## src/rtl/pwm_dac_pkg.sv

```systemverilog
package pwm_dac_pkg;
  localparam int DUTY_W = 8;
  typedef logic [DUTY_W-1:0] duty_t;
  localparam duty_t CODE_AT_RESET = 8'h80;
  localparam duty_t LAST_STEP_LONG = 8'd255;
  localparam duty_t LAST_STEP_SHORT = 8'd252;
endpackage

```

## src/rtl/pwm_rst_sync.sv

```systemverilog
module pwm_rst_sync (
  input  logic clk,
  input  logic rst_n_in,
  output logic rst_n_out
);
  logic stage_q;
  logic out_q;

  always_ff @(posedge clk or negedge rst_n_in) begin
    if (!rst_n_in) begin
      stage_q <= 1'b0;
      out_q   <= 1'b0;
    end else begin
      stage_q <= 1'b1;
      out_q   <= stage_q;
    end
  end

  assign rst_n_out = out_q;
endmodule

```

## src/rtl/pwm_prescaler.sv

```systemverilog
module pwm_prescaler #(
  parameter int SLOW_DIV = 4
) (
  input  logic clk,
  input  logic rst_n,
  input  logic fast,
  output logic tick
);
  localparam int FAST_DIV = SLOW_DIV / 2;
  localparam int CW = (SLOW_DIV > 2) ? $clog2(SLOW_DIV) : 1;

  logic [CW-1:0] cnt_q;
  logic [CW-1:0] cnt_d;
  logic [CW-1:0] limit;

  always_comb begin
    limit = fast ? CW'(FAST_DIV - 1) : CW'(SLOW_DIV - 1);
    // Use >= so a switch to the shorter ratio never strands the count.
    tick  = (cnt_q >= limit);
    cnt_d = tick ? '0 : cnt_q + 1'b1;
  end

  always_ff @(posedge clk or negedge rst_n) begin
    if (!rst_n) cnt_q <= '0;
    else        cnt_q <= cnt_d;
  end
endmodule

```

## src/rtl/pwm_step_ctr.sv

```systemverilog
module pwm_step_ctr
  import pwm_dac_pkg::*;
(
  input  logic  clk,
  input  logic  rst_n,
  input  logic  tick,
  input  logic  short_mode,
  output duty_t step,
  output logic  wrap
);
  duty_t step_q;
  duty_t step_d;
  duty_t last;
  logic  at_end;

  always_comb begin
    last   = short_mode ? LAST_STEP_SHORT : LAST_STEP_LONG;
    // A count past the end after a mode change also wraps.
    at_end = (step_q >= last);
    wrap   = tick && at_end;
    step_d = step_q;
    if (tick) step_d = at_end ? '0 : step_q + 1'b1;
  end

  always_ff @(posedge clk or negedge rst_n) begin
    if (!rst_n) step_q <= '0;
    else        step_q <= step_d;
  end

  assign step = step_q;
endmodule

```

## src/rtl/pwm_duty_bank.sv

```systemverilog
module pwm_duty_bank
  import pwm_dac_pkg::*;
#(
  parameter int NUM_CH = 14,
  parameter int ADDR_W = 4
) (
  input  logic                     clk,
  input  logic                     rst_n,
  input  logic                     sel,
  input  logic                     we,
  input  logic [ADDR_W-1:0]        addr,
  input  duty_t                    wdata,
  output duty_t                    rdata,
  input  logic                     load,
  output logic [NUM_CH*DUTY_W-1:0] active_flat
);
  duty_t stored [NUM_CH];

  for (genvar g = 0; g < NUM_CH; g++) begin : g_ch
    logic  hit;
    duty_t stored_d;
    duty_t active_d;
    duty_t stored_q;
    duty_t active_q;

    always_comb begin
      hit      = sel && we && (int'(addr) == g);
      stored_d = hit ? wdata : stored_q;
      // The comparator copy moves only at the period boundary.
      active_d = load ? stored_q : active_q;
    end

    always_ff @(posedge clk or negedge rst_n) begin
      if (!rst_n) begin
        stored_q <= CODE_AT_RESET;
        active_q <= CODE_AT_RESET;
      end else begin
        stored_q <= stored_d;
        active_q <= active_d;
      end
    end

    assign stored[g] = stored_q;
    assign active_flat[g*DUTY_W +: DUTY_W] = active_q;
  end

  always_comb begin
    rdata = '0;
    for (int i = 0; i < NUM_CH; i++) begin
      if (sel && int'(addr) == i) rdata = stored[i];
    end
  end
endmodule

```

## src/rtl/pwm_channel.sv

```systemverilog
module pwm_channel
  import pwm_dac_pkg::*;
(
  input  logic  clk,
  input  logic  rst_n,
  input  duty_t step,
  input  duty_t code,
  output logic  pwm
);
  logic pwm_d;
  logic pwm_q;

  always_comb pwm_d = (step < code);

  always_ff @(posedge clk or negedge rst_n) begin
    if (!rst_n) pwm_q <= 1'b0;
    else        pwm_q <= pwm_d;
  end

  assign pwm = pwm_q;
endmodule

```

## src/rtl/pwm_dac_bank.sv

```systemverilog
module pwm_dac_bank
  import pwm_dac_pkg::*;
#(
  parameter int NUM_CH   = 14,
  parameter int SLOW_DIV = 4,
  parameter int ADDR_W   = (NUM_CH > 1) ? $clog2(NUM_CH) : 1
) (
  input  logic              clk,
  input  logic              rst_n,
  input  logic              bus_sel,
  input  logic              bus_we,
  input  logic [ADDR_W-1:0] bus_addr,
  input  logic [7:0]        bus_wdata,
  output logic [7:0]        bus_rdata,
  input  logic              freq_fast,
  input  logic              step253,
  output logic [NUM_CH-1:0] pwm_out
);
  logic                     rst_n_sync;
  logic                     tick;
  logic                     wrap;
  duty_t                    step;
  logic [NUM_CH*DUTY_W-1:0] active_flat;

  pwm_rst_sync u_rst (
    .clk       (clk),
    .rst_n_in  (rst_n),
    .rst_n_out (rst_n_sync)
  );

  pwm_prescaler #(.SLOW_DIV(SLOW_DIV)) u_pre (
    .clk   (clk),
    .rst_n (rst_n_sync),
    .fast  (freq_fast),
    .tick  (tick)
  );

  pwm_step_ctr u_ctr (
    .clk        (clk),
    .rst_n      (rst_n_sync),
    .tick       (tick),
    .short_mode (step253),
    .step       (step),
    .wrap       (wrap)
  );

  pwm_duty_bank #(.NUM_CH(NUM_CH), .ADDR_W(ADDR_W)) u_regs (
    .clk         (clk),
    .rst_n       (rst_n_sync),
    .sel         (bus_sel),
    .we          (bus_we),
    .addr        (bus_addr),
    .wdata       (bus_wdata),
    .rdata       (bus_rdata),
    .load        (wrap),
    .active_flat (active_flat)
  );

  for (genvar g = 0; g < NUM_CH; g++) begin : g_out
    pwm_channel u_ch (
      .clk   (clk),
      .rst_n (rst_n_sync),
      .step  (step),
      .code  (active_flat[g*DUTY_W +: DUTY_W]),
      .pwm   (pwm_out[g])
    );
  end
endmodule

```

## config.mk

```make
export PLATFORM = sky130hd
export DESIGN_NAME = pwm_dac_bank
export DESIGN_NICKNAME = d
export VERILOG_FILES = /design/src/rtl/pwm_dac_pkg.sv /design/src/rtl/pwm_rst_sync.sv /design/src/rtl/pwm_prescaler.sv /design/src/rtl/pwm_step_ctr.sv /design/src/rtl/pwm_duty_bank.sv /design/src/rtl/pwm_channel.sv /design/src/rtl/pwm_dac_bank.sv
export SDC_FILE = /design/constraint.sdc
export NUM_CORES = 1
export LEC_CHECK = 0
export ABC_AREA = 1
export BUFFER_PORTS_ARGS = -buffer_cell sky130_fd_sc_hd__buf_4
export CORE_MARGIN = 5
export CORE_UTILIZATION = 40
export DETAILED_ROUTE_END_ITERATION = 7
export PLACE_DENSITY = 0.57
export SLEW_MARGIN = 30
export SYNTH_ARGS = -nofsm -noshare
export SYNTH_HDL_FRONTEND = slang
export SYNTH_SLANG_ARGS = --single-unit
```

## constraint.sdc

```tcl
create_clock -name clk -period 9.8 [get_ports clk]
set_input_delay 0.49 -clock clk [delete_from_list [all_inputs] [get_ports clk]]
set_output_delay 0.49 -clock clk [all_outputs]
set_load 0.03 [all_outputs]
```

==> results of run 1 <==
critical path: stages, from the launching register on:
cell	delay, ns
dfrtp_1	0.91
nand2_1	0.23
nor4_1	0.32
nand2_1	0.17
nor2_4	0.56
buf_4	0.71
inv_2	0.42
o21ai_0	0.18
a21oi_1	0.06
area by class of cell:
class                           instances  area (µm²)  area share [%]
Timing Repair Buffer                   51         389            2.79
Inverter                              158         593            4.26
Clock inverter                          4        45.0           0.323
Sequential cell                       250        6290            45.2
Multi-Input combinational cell        970        5250            37.7
Tap cell                              402         503            3.61
Clock buffer                           45         853            6.12
synth_stat cells, drive strengths merged (2+ instances only):
library cell | instances | area (µm²)
dfstp | 28 | 736
nand2 | 406 | 1530
o21ai | 227 | 1140
a21boi | 14 | 105
nor4 | 2 | 12.5
a2111oi | 3 | 26.3
ha | 102 | 1280
nor3 | 4 | 20.0
buf | 46 | 350
a21oi | 59 | 295
or2 | 7 | 43.8
nand3 | 28 | 155
nor2 | 67 | 314
inv | 158 | 593
clkbuf | 22 | 83.8
nand4 | 33 | 206
dfrtp | 222 | 5560
o211ai | 14 | 105
stage by stage:
stage	hold slack (ns)	power [mW]	instances	worst slack, ns
finish	0.277	2.89	1880	6.08
CTS	0.256	2.92	1880	6.03
global route	0.283	3.06	1880	5.76
floorplan	0.194	1.64	1446	2.37
detailed placement	0.273	1.88	1830	6.06
global placement	0.273	1.86	1830	6.12
sequential cells by signal (all words and copies together) (netlist names):
name	cells
u_regs.g_ch.active_q	112
u_regs.g_ch.stored_q	112
g_out.u_ch.pwm	14
u_ctr.step	8
u_pre.cnt_q	2
u_rst.rst_n_out	1
u_rst.stage_q	1
routing by layer:
metal	share of wire [%]	track usage, %	wire (µm)
met1	49	27.7	15900
met2	45	29.4	14800
met3	4.2	2.15	1390
met4	2.2	4.75	727
met5	0	0	0
report_power, final:
group          switching (mW)  internal (mW)  total, mW
logic                   0.375          0.198      0.573
clock network           0.407          0.614       1.02
registers               0.126           1.17       1.29
total                   0.908           1.98       2.89
cell families (layout without fill, tap and decap cells):
| kind of cell | after synthesis | after routing |
|---|---|---|
| XOR/XNOR | 1 | 1 |
| other | 1 | 1 |
| flip-flops | 250 | 250 |
| buffers and inverters | 226 | 258 |
| adder cells (fa/ha/maj) | 102 | 102 |
| AO/OA/AOI/OAI | 319 | 319 |
| AND/OR/NAND/NOR | 547 | 547 |
worst max-delay path by stage:
stage | start | end | slack, ns | depth (start not counted)
CTS | u_ctr.step[5]$_DFFE_PN0N_ | u_regs.g_ch[10].active_q[0]$_DFFE_PN0P_ | 6.03 | 8
global route | u_ctr.step[5]$_DFFE_PN0N_ | u_regs.g_ch[10].active_q[0]$_DFFE_PN0P_ | 5.76 | 8
global placement | u_ctr.step[5]$_DFFE_PN0N_ | u_regs.g_ch[2].active_q[0]$_DFFE_PN0P_ | 6.12 | 8
detailed placement | u_ctr.step[5]$_DFFE_PN0N_ | u_regs.g_ch[10].active_q[0]$_DFFE_PN0P_ | 6.06 | 8
finish | u_ctr.step[5]$_DFFE_PN0N_ | u_ctr.step[4]$_DFFE_PN0N_ | 6.08 | 8
floorplan | u_rst.rst_n_out$_DFF_PN0_ | g_out[0].u_ch.pwm$_DFF_PN0_ | 2.37 | 0
==> run summary, run 1 <==
Status - complete, no violations
CTS Root Buffer Type - clkbuf_16
Period utilization - 38.0%
Synth Area per Inst - 8.69 µm²
# DRC - 0
Largest family of logic cells by synthesized area - simple AND/OR/NAND/NOR gates
Finished Cell Area - 13900 µm²
Initial DRC Count - 658
Leakage - 6.87 nW
Initial antenna violation count - 1
Setup CP Type - flip-flop to flip-flop
Detailed-route via count - 9468
Max_cap viols - 0
Initial core utilization - 40.2%
Antenna-violating nets left - 0
Post-synthesis mux area share - 0%
R2r worst-path depth - 8
Total gr overflow - 0
Setup TNS - 0 ns
Commonest non-fill, non-tap cell in the layout - nand2_1
Slew Limit Headroom - 32.9%
Pwr/cell area - 207 nW/µm²
Placer Congestion - 0.872
Pin count of the biggest net entering global routing - 100
Peak VDD IR - 0.114 mV
Setup repair bufs after CTS - 0
Cell variety after synth - 33
# clock sinks - 250
Area share of xor/xnor cells in the synthesized design - 0.0697%
Total CTS buffers - 27
F_max - 0.269 GHz
TritonCTS clock tree - built
Most frequent cells in the layout - 403 x nand2_1, 227 x o21ai_0, 221 x dfrtp_1
Final Core Density - 44.5%
Type of origin of the critical path - flip-flop
Setup violators final - 0
Worst-path clk slew - 0.06 ns
Die area - 35100 µm²
WL/cell - 17.4 µm
Detail Placement HPWL - 21700 µm
FF-to-FF End - u_ctr.step[4]$_DFFE_PN0N_
Share of cells above drive strength 1 - 9.68%
CP Data Required Time - 10.21 ns
Hold Path Class - input port to asynchronous set/reset pin
DR pass1 iterations - 5
Register area share after synthesis - 50.0%
Antenna cells - 0
Layout area overhead - 10.8%
Synth Area in Simple Gates - 18.2%
Adder-Cell Fraction of Synth Area - 10.2%
Post-synth EDFFs - 0
Synthesized-area fraction occupied by ao, oa, aoi and oai cells - 13.4%
Vias in the first global route - 9218
YS warnings - 0
Rows - 65
Setup Skew - 0.0109 ns
Nets - 1578
Placed cell area - 13000 µm²
Cell count after synthesis - 1446
Core area - 31300 µm²
Worst slew pin tran - 1.01 ns
Crit path DAT - 4.13 ns
CP Max Fanout - 81
RSZ-0062 raised after global routing - false
R2r setup slk - 6.08 ns
CP Capture Type - flip-flop
Hold Fails Final Rpt - 0
Top_reg_cell synth - dfrtp_1
RR Startpoint - u_ctr.step[5]$_DFFE_PN0N_
H-tree depth - 1
Die W - 187 µm
Fraction of registers with async set or reset after synthesis - 100%
Hold_buf cts - 1
# fillers - 3070
Count of state elements after synthesis - 250
Vias per cell - 5.04
Crit path time final - 3.72 ns
IO Port Bufs - 39
First-pass GRT wire length - 52800 µm
CTS max path bufs - 3
Gr usage total - 18.7%
Top Ports - 40
Cells resized by post-CTS repair - 0
Syn nets - 1566
Clk_lat worst skew - 0.53 ns
Pins Over Slew Limit - 0
Die height - 187 µm
Mapped Area - 12600 µm²
Routed WL - 32800 µm
No activity file was read; power rests on OpenSTA's default activity.
==> run 2, diff against run 1 <==
==> constraint.sdc (replaced) <==
create_clock -name clk -period 3.5 [get_ports clk]
set_input_delay 0.175 -clock clk [delete_from_list [all_inputs] [get_ports clk]]
set_output_delay 0.175 -clock clk [all_outputs]
set_load 0.03 [all_outputs]
==> run 2 against run 1 <==
Total power rose to 2.9 times the previous value; sequential cell count stayed put; final cell count rose by 0.48%; hold slack got worse by 0.16 ns; non-clock buffer count up 7; combinational power increased to 3.0 times the previous value; setup slack got worse by 4.9 ns; first-iteration DRC count grew 18%; critical path depth grew 1; critical path type is now flip-flop to output port.
==> run summary, run 2 (synthesized netlist as in run 1, its figures left out) <==
Core area - 31300 µm²
Sw Share - 31.3%
CP Data Required Time - 3.32 ns
Antenna cells - 0
Worst-path clk slew - 0.06 ns
Total gr overflow - 0
Gr usage total - 18.8%
First-pass GRT wire length - 53400 µm
Setup CP Type - flip-flop to output port
Crit path DAT - 2.15 ns
DR pass1 iterations - 5
Finished Cell Area - 14200 µm²
Setup violators final - 0
Die height - 187 µm
Dpl cells - 1835
Pins Over Slew Limit - 0
Pwr/cell area - 598 nW/µm²
Worst slew pin tran - 0.855 ns
Detailed-route via count - 9560
Crit path time final - 2.32 ns
Top Ports - 40
H-tree depth - 1
Period utilization - 66.3%
Register area - 6290 µm²
Initial antenna violation count - 0
Leakage - 6.98 nW
Combinational share of power - 20.2%
Total CTS buffers - 28
CP Max Fanout - 3
Vias in the first global route - 9466
Internal power - 5.82 mW
Setup Skew - 0.0152 ns
# DRC - 0
Hold Fails Final Rpt - 0
Slew Limit Headroom - 42.9%
Die W - 187 µm
Detail Placement HPWL - 21400 µm
Reg power frac - 42.2%
Post-route insts no fill - 1889
Setup TNS - 0 ns
# fillers - 3011
TritonCTS clock tree - built
Antenna-violating nets left - 0
Worst Slack Setup Final - 1.18 ns
Placer Congestion - 0.865
Status - complete, no violations
Hold Path Class - input port to flip-flop
Max_cap viols - 0
IO Port Bufs - 39
Placed cell area - 13100 µm²
Layout area overhead - 12.6%
CTS max path bufs - 3
Peak VDD IR - 0.343 mV
WL/cell - 17.3 µm
Routed WL - 32700 µm
F_max - 0.431 GHz
Cells resized by post-CTS repair - 0
Pin count of the biggest net entering global routing - 163
Nets - 1586
Sw Pwr - 2.65 mW
Type of origin of the critical path - flip-flop
RSZ-0062 raised after global routing - false
Initial core utilization - 40.2%
Post-Place Worst Slack - 1.28 ns
Setup repair bufs after CTS - 0
Multi-input logic area - 5250 µm²
CTS Root Buffer Type - clkbuf_16
Final Core Density - 45.2%
Clock share of power - 37.6%
Vias per cell - 5.06
CP Capture Type - output port
Initial DRC Count - 775
Clk_lat worst skew - 0.54 ns
Commonest non-fill, non-tap cell in the layout - nand2_1
Die area - 35100 µm²
Rows - 65
Most frequent cells in the layout - 403 x nand2_1, 227 x o21ai_0, 221 x dfrtp_1
Share of cells above drive strength 1 - 10.5%
# clock sinks - 250
-- run 2: changes by cell type in the layout (fill, tap and decap cells not counted), sizes merged --
cell | previous run | this run
dlygate4sd3 | 1 | 2
clkinvlp | 0 | 2
clkbuf | 45 | 39
clkinv | 3 | 6
bufinv | 1 | 4
buf | 50 | 56
-- run 2: worst max-delay path, stage by stage (launching register included) --
cell	delay [ns]
dfrtp_1	0.42
nand3_1	0.10
nand2_1	0.05
nor2_1	0.14
nand4_1	0.14
nand2_1	0.15
nand4_1	0.16
nor2_1	0.14
nand4_1	0.10
buf_4	0.18
-- run 2: path summary, 6_finish.rpt --
| kind | depth (start not counted) | slack [ns] | startpoint | to |
|---|---|---|---|---|
| min in group asynchronous | 0 | 0.29 | u_rst.rst_n_out$_DFF_PN0_ | u_regs.g_ch[5].active_q[4]$_DFFE_PN0P_ |
| min reg2reg | 0 | 0.29 | u_rst.rst_n_out$_DFF_PN0_ | u_regs.g_ch[5].active_q[4]$_DFFE_PN0P_ |
| min | 5 | 0.11 | freq_fast | u_ctr.step[1]$_DFFE_PN0N_ |
| max reg2reg | 9 | 1.26 | u_ctr.step[0]$_DFFE_PN0N_ | u_regs.g_ch[4].active_q[5]$_DFFE_PN0P_ |
| max | 9 | 1.18 | u_regs.g_ch[1].stored_q[6]$_DFFE_PN0P_ | bus_rdata[6] |
| max in group asynchronous | 2 | 2.22 | u_rst.rst_n_out$_DFF_PN0_ | u_regs.g_ch[8].active_q[7]$_DFFE_PN1P_ |
-- run 2: power groups by stage --
stage / Sequential [mW] / Combinational [mW] / Clock [mW]
floorplan: 3.64 / 0.949 / 0
global placement: 3.63 / 1.65 / 0
detailed placement: 3.62 / 1.72 / 0
CTS: 3.57 / 1.73 / 3.24
global route: 3.62 / 2.00 / 3.36
finish: 3.57 / 1.71 / 3.18
-- run 2: routing by layer --
layer	global-route usage, %	wire [µm]	vias up
li1	-	-	4766
met1	26.9	15400	4512
met2	30.1	14800	213
met3	2.03	1360	69
met4	6.00	1080	0
met5	0	0	-
-- run 2: stage by stage --
| stage | power [mW] | hold slack, ns |
|---|---|---|
| 6_report | 8.47 | 0.112 |
| 5_1_grt | 8.98 | 0.163 |
| 4_1_cts | 8.55 | 0.0913 |
| 3_5_place_dp | 5.34 | -0.0405 |
| 3_3_place_gp | 5.28 | -0.0423 |
| 2_1_floorplan | 4.59 | -0.121 |
-- run 2: area by class of cell --
class	instances	area share, %
inverter	158	4.19
sequential	250	44.5
clock inverter	12	1.17
timing repair buffer	58	3.55
clock buffer	39	5.96
tap	402	3.55
multi-input combinational	970	37.1
-- run 2: what timing repair did --
action                     in CTS  in global routing
hold buffers                    2                  0
hold endpoints to repair        2                  0
setup endpoints to repair       0                  0
==> run 3, diff against run 2 <==
--- a/config.mk
+++ b/config.mk
@@ -10,7 +10,7 @@
 export CORE_MARGIN = 5
 export CORE_UTILIZATION = 40
 export DETAILED_ROUTE_END_ITERATION = 7
-export PLACE_DENSITY = 0.57
+export PLACE_DENSITY = 0.59
 export SLEW_MARGIN = 30
 export SYNTH_ARGS = -nofsm -noshare
 export SYNTH_HDL_FRONTEND = slang
==> constraint.sdc (replaced) <==
create_clock -name clk -period 1.9 [get_ports clk]
set_input_delay 0.095 -clock clk [delete_from_list [all_inputs] [get_ports clk]]
set_output_delay 0.095 -clock clk [all_outputs]
set_load 0.03 [all_outputs]
==> run 3 against run 2 <==
The flow now finishes with violations (setup timing); total power is 90% higher; critical path depth stayed put; die area stayed put; cell area is 6.2% higher; critical path type unchanged; via count is 4.5% higher; sequential share of layout area is 2.6 points lower; setup slack worse by 1.4 ns; non-clock buffer count is 65 higher; global-route usage is 0.16 points higher; combinational power is 100% higher; clock skew is 0.0079 ns lower.
==> run summary, run 3 (synthesized netlist as in run 1, its figures left out) <==
Commonest non-fill, non-tap cell in the layout - nand2_1
Critical path depth in cells - 9
RR Startpoint - u_ctr.step[1]$_DFFE_PN0N_
Initial DRC Count - 748
Detail Placement HPWL - 21900 µm
Rows - 65
Detailed-route via count - 9987
WL/cell - 17.8 µm
CTS max path bufs - 3
TritonCTS clock tree - built
F_max - 0.471 GHz
Placed cell area - 13400 µm²
CTS Root Buffer Type - clkbuf_16
Met1 WL - 16600 µm
Final Core Density - 48.0%
Crit path DAT - 2.03 ns
Peak VDD IR - 0.607 mV
Hold Crit Depth - 4
Crit path cell chain - nand4_1 -> nand3_1 -> nor2_2 -> nand4_1 -> nand2_1 -> nand3_1 -> nand2_1 -> nand4_1 -> buf_6
Placer Congestion - 0.935
Setup Skew - 0.00729 ns
Vias per cell - 5.11
Pwr/cell area - 1070 nW/µm²
Layout area overhead - 19.5%
Worst slew pin tran - 0.725 ns
# DRC - 0
Crit. Startpoint - u_regs.g_ch[0].stored_q[1]$_DFFE_PN0P_
Gr usage total - 19.0%
Setup violators final - 8
Met2 Wirelength - 16000 µm
Multi-input logic area - 5330 µm²
Initial antenna violation count - 0
Slew Limit Headroom - 51.6%
Setup TNS - -1.34 ns
Initial core utilization - 40.2%
# fillers - 2884
Pins Over Slew Limit - 0
Top Ports - 40
Period utilization - 112%
Vias in the first global route - 9488
Worst Path Buf+Inv - 1
Finished Cell Area - 15000 µm²
Die W - 187 µm
Crit-path max cell delay - 0.42 ns
Max_cap viols - 0
Clk_lat worst skew - 0.54 ns
Top sig layer - met4
Type of origin of the critical path - flip-flop
Die area - 35100 µm²
Nets - 1652
RSZ-0062 raised after global routing - true
Post-route insts no fill - 1956
# clock sinks - 250
Pin count of the biggest net entering global routing - 86
Most frequent cells in the layout - 397 x nand2_1, 225 x o21ai_0, 221 x dfrtp_1
Dpl cells - 1864
IO Port Bufs - 39
Hold Path Class - input port to flip-flop
Wire length on met3 - 1440 µm
Hold Fails Final Rpt - 0
Register area - 6290 µm²
CP Max Fanout - 2
Worst Slack Setup Final - -0.224 ns
First-pass GRT wire length - 53900 µm
Crit path time final - 2.12 ns
Failing checks - setup timing
Critical path's slowest cell - dfrtp_1
Routed WL - 34800 µm
H-tree depth - 1
CP Capture Type - output port
Most used cell, CP - nand4_1
Antenna cells - 0
CP Data Required Time - 1.80 ns
Worst-path clk slew - 0.06 ns
Share of cells above drive strength 1 - 15.5%
Setup CP Type - flip-flop to output port
Total gr overflow - 0
R2r worst-path depth - 6
Startpoint of the worst hold path - bus_wdata[4]
Antenna-violating nets left - 0
DR pass1 iterations - 5
Total CTS buffers - 29
Leakage - 7.44 nW
Core area - 31300 µm²
CP top delay family - simple AND/OR/NAND/NOR gates
Die height - 187 µm
Status - finished, violations left
-- run 3: cell count changes in the layout (fill, tap and decap cells not counted), sizes merged --
cell	delta
clkbuf	+5
bufinv	+2
clkinv	+2
buf	+57
clkinvlp	+1
-- run 3: timing repair --
item                       in CTS  in global routing
cloned                          0                 10
hold endpoints to repair        2                  0
resized for setup              10                 27
hold buffers                    2                  0
setup endpoints to repair       8                106
setup buffers                  18                  9
pin swaps                      12                 27
-- run 3: worst paths after layout --
path / to / slack [ns]
min in group asynchronous: u_regs.g_ch[5].active_q[5]$_DFFE_PN0P_ / 0.23
worst min-delay path: u_regs.g_ch[1].stored_q[4]$_DFFE_PN0P_ / 0.08
worst min register to register: u_regs.g_ch[5].active_q[5]$_DFFE_PN0P_ / 0.23
worst max-delay path: bus_rdata[1] / -0.22
max in group asynchronous: u_regs.g_ch[12].active_q[7]$_DFFE_PN1P_ / 0.94
worst max register to register: g_out[7].u_ch.pwm$_DFF_PN0_ / 0.05
-- run 3: report_power, final --
part | leakage (nW) | switching [mW] | internal, mW
Combinational | 4.17 | 2.23 | 1.25
Clock | 0.512 | 2.23 | 3.79
Sequential | 2.76 | 0.540 | 6.02
Total | 7.44 | 5.00 | 11.1
-- run 3: layout make-up --
type                    count  share of cell area [%]
inverters                 158                    3.95
flip-flops and latches    250                    41.9
clock inverters            17                    1.62
well taps                 402                    3.35
clock buffers              36                    5.34
multi-input cells         970                    35.4
repair buffers            123                    8.42
-- run 3: metrics by stage --
| step | hold WS, ns | power [mW] | worst slack [ns] |
|---|---|---|---|
| floorplan | -0.201 | 8.47 | -0.598 |
| global placement | -0.123 | 9.82 | 0.0515 |
| detailed placement | -0.121 | 9.93 | 0.0469 |
| CTS | 0.0602 | 16.1 | -0.235 |
| global route | 0.0778 | 17.0 | -0.324 |
| finish | 0.0778 | 16.1 | -0.224 |
-- run 3: metal layers --
layer,vias to the layer above,track usage [%]
li1,4902,-
met1,4808,27.8
met2,229,30.4
met3,48,1.85
met4,0,4.84
met5,-,0
-- run 3: worst reg2reg max path: cells and delay by family (launching register included) --
kind	cells	cell delay (ns)
adders and majority gates	1	0.30
buffers and inverters	1	0.21
AOI/OAI and AO/OA	4	0.79
DFF	1	0.39
